===== src/rtl/bcd_adj_pkg.sv =====
package bcd_adj_pkg;

  typedef enum logic [1:0] {
    OP_ADD_ADJ = 2'd0,
    OP_SUB_ADJ = 2'd1,
    OP_MUL_ADJ = 2'd2,
    OP_DIV_ADJ = 2'd3
  } adj_op_e;

  localparam int unsigned DEC_BASE  = 10;
  localparam int unsigned NIB_LIMIT = 9;
  localparam int unsigned DEC_FIX   = 6;

endpackage


===== src/rtl/bcd_nibble_fix.sv =====
// Add/subtract digit correction: decides whether the low digit overflowed
// and applies the +/-6 correction with the matching high-byte carry.
module bcd_nibble_fix #(
  parameter int BYTE_W = 8
) (
  input  logic                  sub_i,
  input  logic [2*BYTE_W-1:0]   ax_i,
  input  logic                  af_i,
  output logic [2*BYTE_W-1:0]   ax_o,
  output logic                  fix_o
);
  import bcd_adj_pkg::*;

  localparam int NIB_W = BYTE_W / 2;

  logic [BYTE_W-1:0] lo_b, hi_b, lo_f, hi_f;

  assign lo_b  = ax_i[BYTE_W-1:0];
  assign hi_b  = ax_i[2*BYTE_W-1:BYTE_W];
  assign fix_o = (lo_b[NIB_W-1:0] > NIB_W'(NIB_LIMIT)) || af_i;

  always_comb begin
    lo_f = lo_b;
    hi_f = hi_b;
    if (fix_o) begin
      if (sub_i) begin
        lo_f = lo_b - BYTE_W'(DEC_FIX);
        hi_f = hi_b - BYTE_W'(1);
      end else begin
        lo_f = lo_b + BYTE_W'(DEC_FIX);
        hi_f = hi_b + BYTE_W'(1);
      end
    end
  end

  assign ax_o = {hi_f, {NIB_W{1'b0}}, lo_f[NIB_W-1:0]};

endmodule


===== src/rtl/bcd_div_seq.sv =====
// Restoring divider by a constant: one quotient bit per cycle.
// quo_o/rem_o carry the next-state values, final when last_o is high.
module bcd_div_seq #(
  parameter int W       = 8,
  parameter int DIVISOR = 10
) (
  input  logic         clk,
  input  logic         rst,
  input  logic         load_i,
  input  logic [W-1:0] dividend_i,
  output logic         busy_o,
  output logic         last_o,
  output logic [W-1:0] quo_o,
  output logic [W-1:0] rem_o
);
  localparam int RW = $clog2(DIVISOR);
  localparam int CW = $clog2(W + 1);

  logic [W-1:0]  quo_q, quo_n;
  logic [RW-1:0] rem_q, rem_n;
  logic [CW-1:0] cnt_q;
  logic          busy_q;
  logic [RW:0]   trial;
  logic          ge;

  assign trial = {rem_q, quo_q[W-1]};
  assign ge    = trial >= (RW+1)'(DIVISOR);
  assign rem_n = ge ? RW'(trial - (RW+1)'(DIVISOR)) : trial[RW-1:0];
  assign quo_n = {quo_q[W-2:0], ge};

  always_ff @(posedge clk) begin
    if (rst) begin
      quo_q  <= '0;
      rem_q  <= '0;
      cnt_q  <= '0;
      busy_q <= 1'b0;
    end else if (load_i) begin
      quo_q  <= dividend_i;
      rem_q  <= '0;
      cnt_q  <= CW'(W);
      busy_q <= 1'b1;
    end else if (busy_q) begin
      quo_q <= quo_n;
      rem_q <= rem_n;
      cnt_q <= cnt_q - CW'(1);
      if (cnt_q == CW'(1)) busy_q <= 1'b0;
    end
  end

  assign busy_o = busy_q;
  assign last_o = busy_q && (cnt_q == CW'(1));
  assign quo_o  = quo_n;
  assign rem_o  = W'(rem_n);

endmodule


===== src/rtl/bcd_adjust_unit.sv =====
module bcd_adjust_unit #(
  parameter int BYTE_W   = 8,
  parameter bit ITER_DIV = 1'b1
) (
  input  logic                clk,
  input  logic                rst,
  input  logic                start,
  input  logic [1:0]          op,
  input  logic [2*BYTE_W-1:0] ax_in,
  input  logic                af_in,
  input  logic                cf_in,
  output logic [2*BYTE_W-1:0] ax_out,
  output logic                af_out,
  output logic                cf_out,
  output logic                pf_out,
  output logic                sf_out,
  output logic                zf_out,
  output logic                busy,
  output logic                valid
);
  import bcd_adj_pkg::*;

  localparam int AX_W = 2 * BYTE_W;

  logic              accept;
  logic [BYTE_W-1:0] lo_in, hi_in, fold_val;
  logic [AX_W-1:0]   nib_ax;
  logic              nib_fix;
  logic [BYTE_W-1:0] mul_q, mul_r;
  logic              mul_done, div_busy;
  logic              pend_af, pend_cf;

  logic [AX_W-1:0]   res_ax;
  logic              res_af, res_cf, res_upd, res_fire;
  logic [BYTE_W-1:0] res_lo;

  assign lo_in    = ax_in[BYTE_W-1:0];
  assign hi_in    = ax_in[AX_W-1:BYTE_W];
  assign accept   = start && !div_busy;
  assign fold_val = BYTE_W'(hi_in * BYTE_W'(DEC_BASE)) + lo_in;

  bcd_nibble_fix #(.BYTE_W(BYTE_W)) u_nib (
    .sub_i (op == OP_SUB_ADJ),
    .ax_i  (ax_in),
    .af_i  (af_in),
    .ax_o  (nib_ax),
    .fix_o (nib_fix)
  );

  generate
    if (ITER_DIV) begin : g_iter
      bcd_div_seq #(.W(BYTE_W), .DIVISOR(DEC_BASE)) u_div (
        .clk        (clk),
        .rst        (rst),
        .load_i     (accept && (op == OP_MUL_ADJ)),
        .dividend_i (lo_in),
        .busy_o     (div_busy),
        .last_o     (mul_done),
        .quo_o      (mul_q),
        .rem_o      (mul_r)
      );
    end else begin : g_flat
      assign div_busy = 1'b0;
      assign mul_done = 1'b0;
      assign mul_q    = lo_in / BYTE_W'(DEC_BASE);
      assign mul_r    = lo_in % BYTE_W'(DEC_BASE);
    end
  endgenerate

  // Incoming flags held for the iterative multiply adjust
  always_ff @(posedge clk) begin
    if (rst) begin
      pend_af <= 1'b0;
      pend_cf <= 1'b0;
    end else if (accept) begin
      pend_af <= af_in;
      pend_cf <= cf_in;
    end
  end

  always_comb begin
    res_ax   = '0;
    res_af   = 1'b0;
    res_cf   = 1'b0;
    res_upd  = 1'b0;
    res_fire = 1'b0;
    if (mul_done) begin
      res_ax   = {mul_q, mul_r};
      res_af   = pend_af;
      res_cf   = pend_cf;
      res_upd  = 1'b1;
      res_fire = 1'b1;
    end else if (accept) begin
      case (adj_op_e'(op))
        OP_ADD_ADJ, OP_SUB_ADJ: begin
          res_ax   = nib_ax;
          res_af   = nib_fix;
          res_cf   = nib_fix;
          res_fire = 1'b1;
        end
        OP_DIV_ADJ: begin
          res_ax   = {{BYTE_W{1'b0}}, fold_val};
          res_af   = af_in;
          res_cf   = cf_in;
          res_upd  = 1'b1;
          res_fire = 1'b1;
        end
        default: begin
          res_ax   = {mul_q, mul_r};
          res_af   = af_in;
          res_cf   = cf_in;
          res_upd  = !ITER_DIV;
          res_fire = !ITER_DIV;
        end
      endcase
    end
  end

  assign res_lo = res_ax[BYTE_W-1:0];

  always_ff @(posedge clk) begin
    if (rst) begin
      ax_out <= '0;
      af_out <= 1'b0;
      cf_out <= 1'b0;
      pf_out <= 1'b0;
      sf_out <= 1'b0;
      zf_out <= 1'b0;
      valid  <= 1'b0;
    end else begin
      valid <= res_fire;
      if (res_fire) begin
        ax_out <= res_ax;
        af_out <= res_af;
        cf_out <= res_cf;
      end
      if (res_fire && res_upd) begin
        pf_out <= ~^res_lo;
        sf_out <= res_lo[BYTE_W-1];
        zf_out <= (res_lo == '0);
      end
    end
  end

  assign busy = div_busy;

endmodule


===== config.mk =====
export PLATFORM = sky130hd
export DESIGN_NAME = bcd_adjust_unit
export DESIGN_NICKNAME = d
export VERILOG_FILES = /design/src/rtl/bcd_adj_pkg.sv /design/src/rtl/bcd_nibble_fix.sv /design/src/rtl/bcd_div_seq.sv /design/src/rtl/bcd_adjust_unit.sv
export SDC_FILE = /design/constraint.sdc
export NUM_CORES = 1
export LEC_CHECK = 0
export BUFFER_PORTS_ARGS = -buffer_cell sky130_fd_sc_hd__buf_2
export CORE_MARGIN = 5
export CORE_UTILIZATION = 45
export CTS_CLUSTER_DIAMETER = 60
export DETAILED_ROUTE_END_ITERATION = 8
export PLACE_DENSITY = 0.76
export SETUP_SLACK_MARGIN = 0.05
export SKIP_CTS_REPAIR_TIMING = 1
export SLEW_MARGIN = 20
export SYNTH_ARGS = -nofsm -noshare
export SYNTH_HDL_FRONTEND = slang
export SYNTH_HIERARCHICAL = 1
export SYNTH_SLANG_ARGS = --single-unit

===== constraint.sdc =====
create_clock -name clk -period 4.1 [get_ports clk]
set_input_delay 0.615 -clock clk [delete_from_list [all_inputs] [get_ports clk]]
set_output_delay 0.615 -clock clk [all_outputs]
set_load 0.005 [all_outputs]

==> impl_results.md <==
* Slowest cell on the critical path: fa_1
* Worst-Margin Slew at 0.926 ns
* Synth cell types at 70
* Simple-gate share of the synthesized area at 0.209
* Overflow after GRT at 0
* CP endpoint: pf_out
* Leak pwr at 1.53 nW
* Top cell by count, worst path: ha_1
* Most common cell after layout, fill and taps aside: nor2_1
* CP Cell Sequence: buf_2, ha_1, ha_1, fa_1, ha_1, o21a_1, a211o_1, and3b_1, mux2i_2, nor2b_1, ha_1, xnor2_1, xnor2_1, nor2_1, a21oi_1, nor2_1
* Pre-CTS setup slack at 0.0205 ns
* CP max FO at 6
* Skew final at 0.0117 ns
* Total power at 0.00107 W
* DP Area at approximately 3400 um2
* Syn Std Cell Area at 3200 um2
* Area growth syn-to-layout at 9.82%
* Outcome: completed
* FP Rows at 30
* First-pass GRT wire length at 13,300 um
* Adder-Cell Fraction of Synth Area at 0.127
* Worst-Skew Late Latency at approximately 0.30 ns
* Nets at 476
* Gate Count Post-Synth at 390
* Sum Neg Setup Slack at 0 ns
* PD cells at 304 nW/um2
* Antenna violations before repair at 0
* Buf/Inv on CP at 1
* Hpwl dp at 6050 um
* Final Hold Fails at 0
* TritonCTS Sinks at 41
* Worst r2r path cells at 14
* Final GP Congestion at 0.897
* Most frequent cells in the layout: nor2_1 (57), buf_2 (45), dfxtp_1 (41), a21oi_1 (30), nand2_1 (27)
* Critical Path Max Stage Delay at around 0.44 ns
* I/O Pins at 46
* Core footprint at 6870 um2
* Post-synthesis mux area share at 0.0360
* Synth Area in Compound Gates at 0.237
* R2R setup slack at just over 0.9 ns
* Max Slew Vio Count at 0
* Die area at 8890 um2
* CTS clk-pin slew, worst paths at approximately 0.08 ns
* N_diodes at 0
* CTS tree: yes
* Crit path capture type: flop
* Die Wd at 94.3 um
* Delay-heaviest family, CP: adder cells
* Longest Clk Path Bufs at 2
* PortBufs at 45
* Vias/cell at between 5 and 6
* Peak supply drop at 0.138 mV
* Clock root buffer: clkbuf_8
* Largest family of logic cells by synthesized area: compound AO/OA/AOI/OAI gates
* Slew headroom at 0.380
* Req. time, crit path at 4.27 ns
* WL final at 7970 um
* Worst path depth at 16
* Crit path time final at between 3 and 4 ns
* Initial Util at 0.465
* Vias in the first global route at 2,885
* Arr. time, crit path at 3.97 ns
* Synth async-reset ratio at 0
* Final WS setup at 0.294 ns
* Startpoint types: input port
* RSZ-0062 raised after global routing: false
* Avg WL per Cell at 15.3 um
* Largest net degree at the start of global routing at 40
* H-tree Lvls at 2
* Post-route DRC at 0
* Flops & latches, synth at 41
* Fin area at approximately 3500 um2
* Number of flops mapped to enable cells by yosys at 0
* Ys Warns at 6
* ANT nets after route at 0
* Seq/Total Area, Yosys at 0.257
* Crit. Startpoint: ax_in[9]
* Initial DRC Count at ~220
* Worst min path class: reg2reg
* WS Path Type: in2reg
* Layout cells sized above 1 at 0.182
* Chip height at between 90 and 100 um
* Synth Area in XOR/XNOR at 0.0548
* Via count at 2,943
* DRT Pass-1 Iters at 6
* CTS Buf Count at 5
* Synth Flop Type: dfxtp_1
* Worst flop-to-flop path startpoint: g_iter.u_div/cnt_q[1]
* Max_cap viols at 0
* Syn_area_per_cell at ~8.2 um2
* All-Layer GR Usage at 0.184
* Fmax at roughly 260 MHz
* # setup viols final at 0
* Reg-to-Reg End: pf_out
* Crit share post-route at 0.928
==> worst min path at each step <==
stage | start | end | slack (ns) | cells after the start
floorplan | pend_af | af_out | 0.43 | 2
global placement | pend_cf | cf_out | 0.44 | 2
detailed placement | pend_cf | cf_out | 0.45 | 2
CTS | pend_cf | cf_out | 0.46 | 2
global route | pend_cf | pend_cf | 0.47 | 2
finish | pend_cf | pend_cf | 0.46 | 2
==> report_power, final <==
part	switching [W]	leakage, nW	internal [W]	total [W]
Combinational	0.000204	1.16	0.000159	0.000363
Sequential	0.0000170	0.335	0.000424	0.000441
Clock	0.000144	0.0374	0.000120	0.000264
Total	0.000365	1.53	0.000703	0.00107
==> stage by stage <==
step	utilization	hold slack, ns	cells
5_1_grt	0.511	0.474	520
6_report	0.511	0.460	520
2_1_floorplan	-	0.432	396
3_5_place_dp	0.498	0.449	512
4_1_cts	0.511	0.463	520
3_3_place_gp	0.498	0.439	512
==> tightest hold or removal path, stage by stage (launching register included) <==
cell	delay (ns)
dfxtp_1	0.32
nand2_1	0.05
a21oi_1	0.05
==> registers in the layout, summed over array words and instances (netlist names), 4 cells and up <==
signal              flops
g_iter.u_div/quo_q      8
g_iter.u_div/cnt_q      4
ax_out                 16
g_iter.u_div/rem_q      4
==> synth_stat cells (3+ instances only) <==
cell type  number  area, um2
a211o_1         5       43.8
a211oi_1        8       60.1
a21o_1          5       37.5
a21oi_1        30        150
a222oi_1        8       80.1
a22o_1          7       61.3
a22oi_1         6       45.0
buf_2           8       40.0
buf_4          12       90.1
clkbuf_1        9       33.8
dfxtp_1        41        821
fa_1            4       80.1
ha_1           26        325
inv_1          15       56.3
mux2i_1         9       90.1
nand2_1        27        101
nand3_1         4       20.0
nor2_1         57        214
nor2b_1         7       43.8
nor3_1          7       35.0
nor3b_1         3       22.5
nor4_1          3       18.8
o21a_1          3       22.5
o21ai_0        13       65.1
xnor2_1        12        105
xor2_1          8       70.1
==> cells by family (layout without fill, tap and decap cells) <==
family,Yosys count,count (layout)
simple gates,132,132
compound gates,107,107
buf+inv,47,75
flops,41,41
fa+ha+maj,30,30
xor+xnor,20,20
mux,11,11
other cells,2,8
==> metal layers <==
metal / vias to the layer above / GRT usage / wire [um]
met4: 0 / 0.0686 / 203
met5: - / 0 / 0
met1: 1368 / 0.229 / 3540
met3: 17 / 0.0272 / 423
li1: 1451 / - / -
met2: 107 / 0.318 / 3800
==> cell type report <==
cell class	count	area, um2
clock buffers	6	72.6
clock inverters	2	15.0
fillers	666	3360
inverters	16	60.1
multi-input cells	308	2150
flip-flops and latches	41	821
well taps	96	120
repair buffers	51	270
No activity file was read; power rests on OpenSTA's default activity.
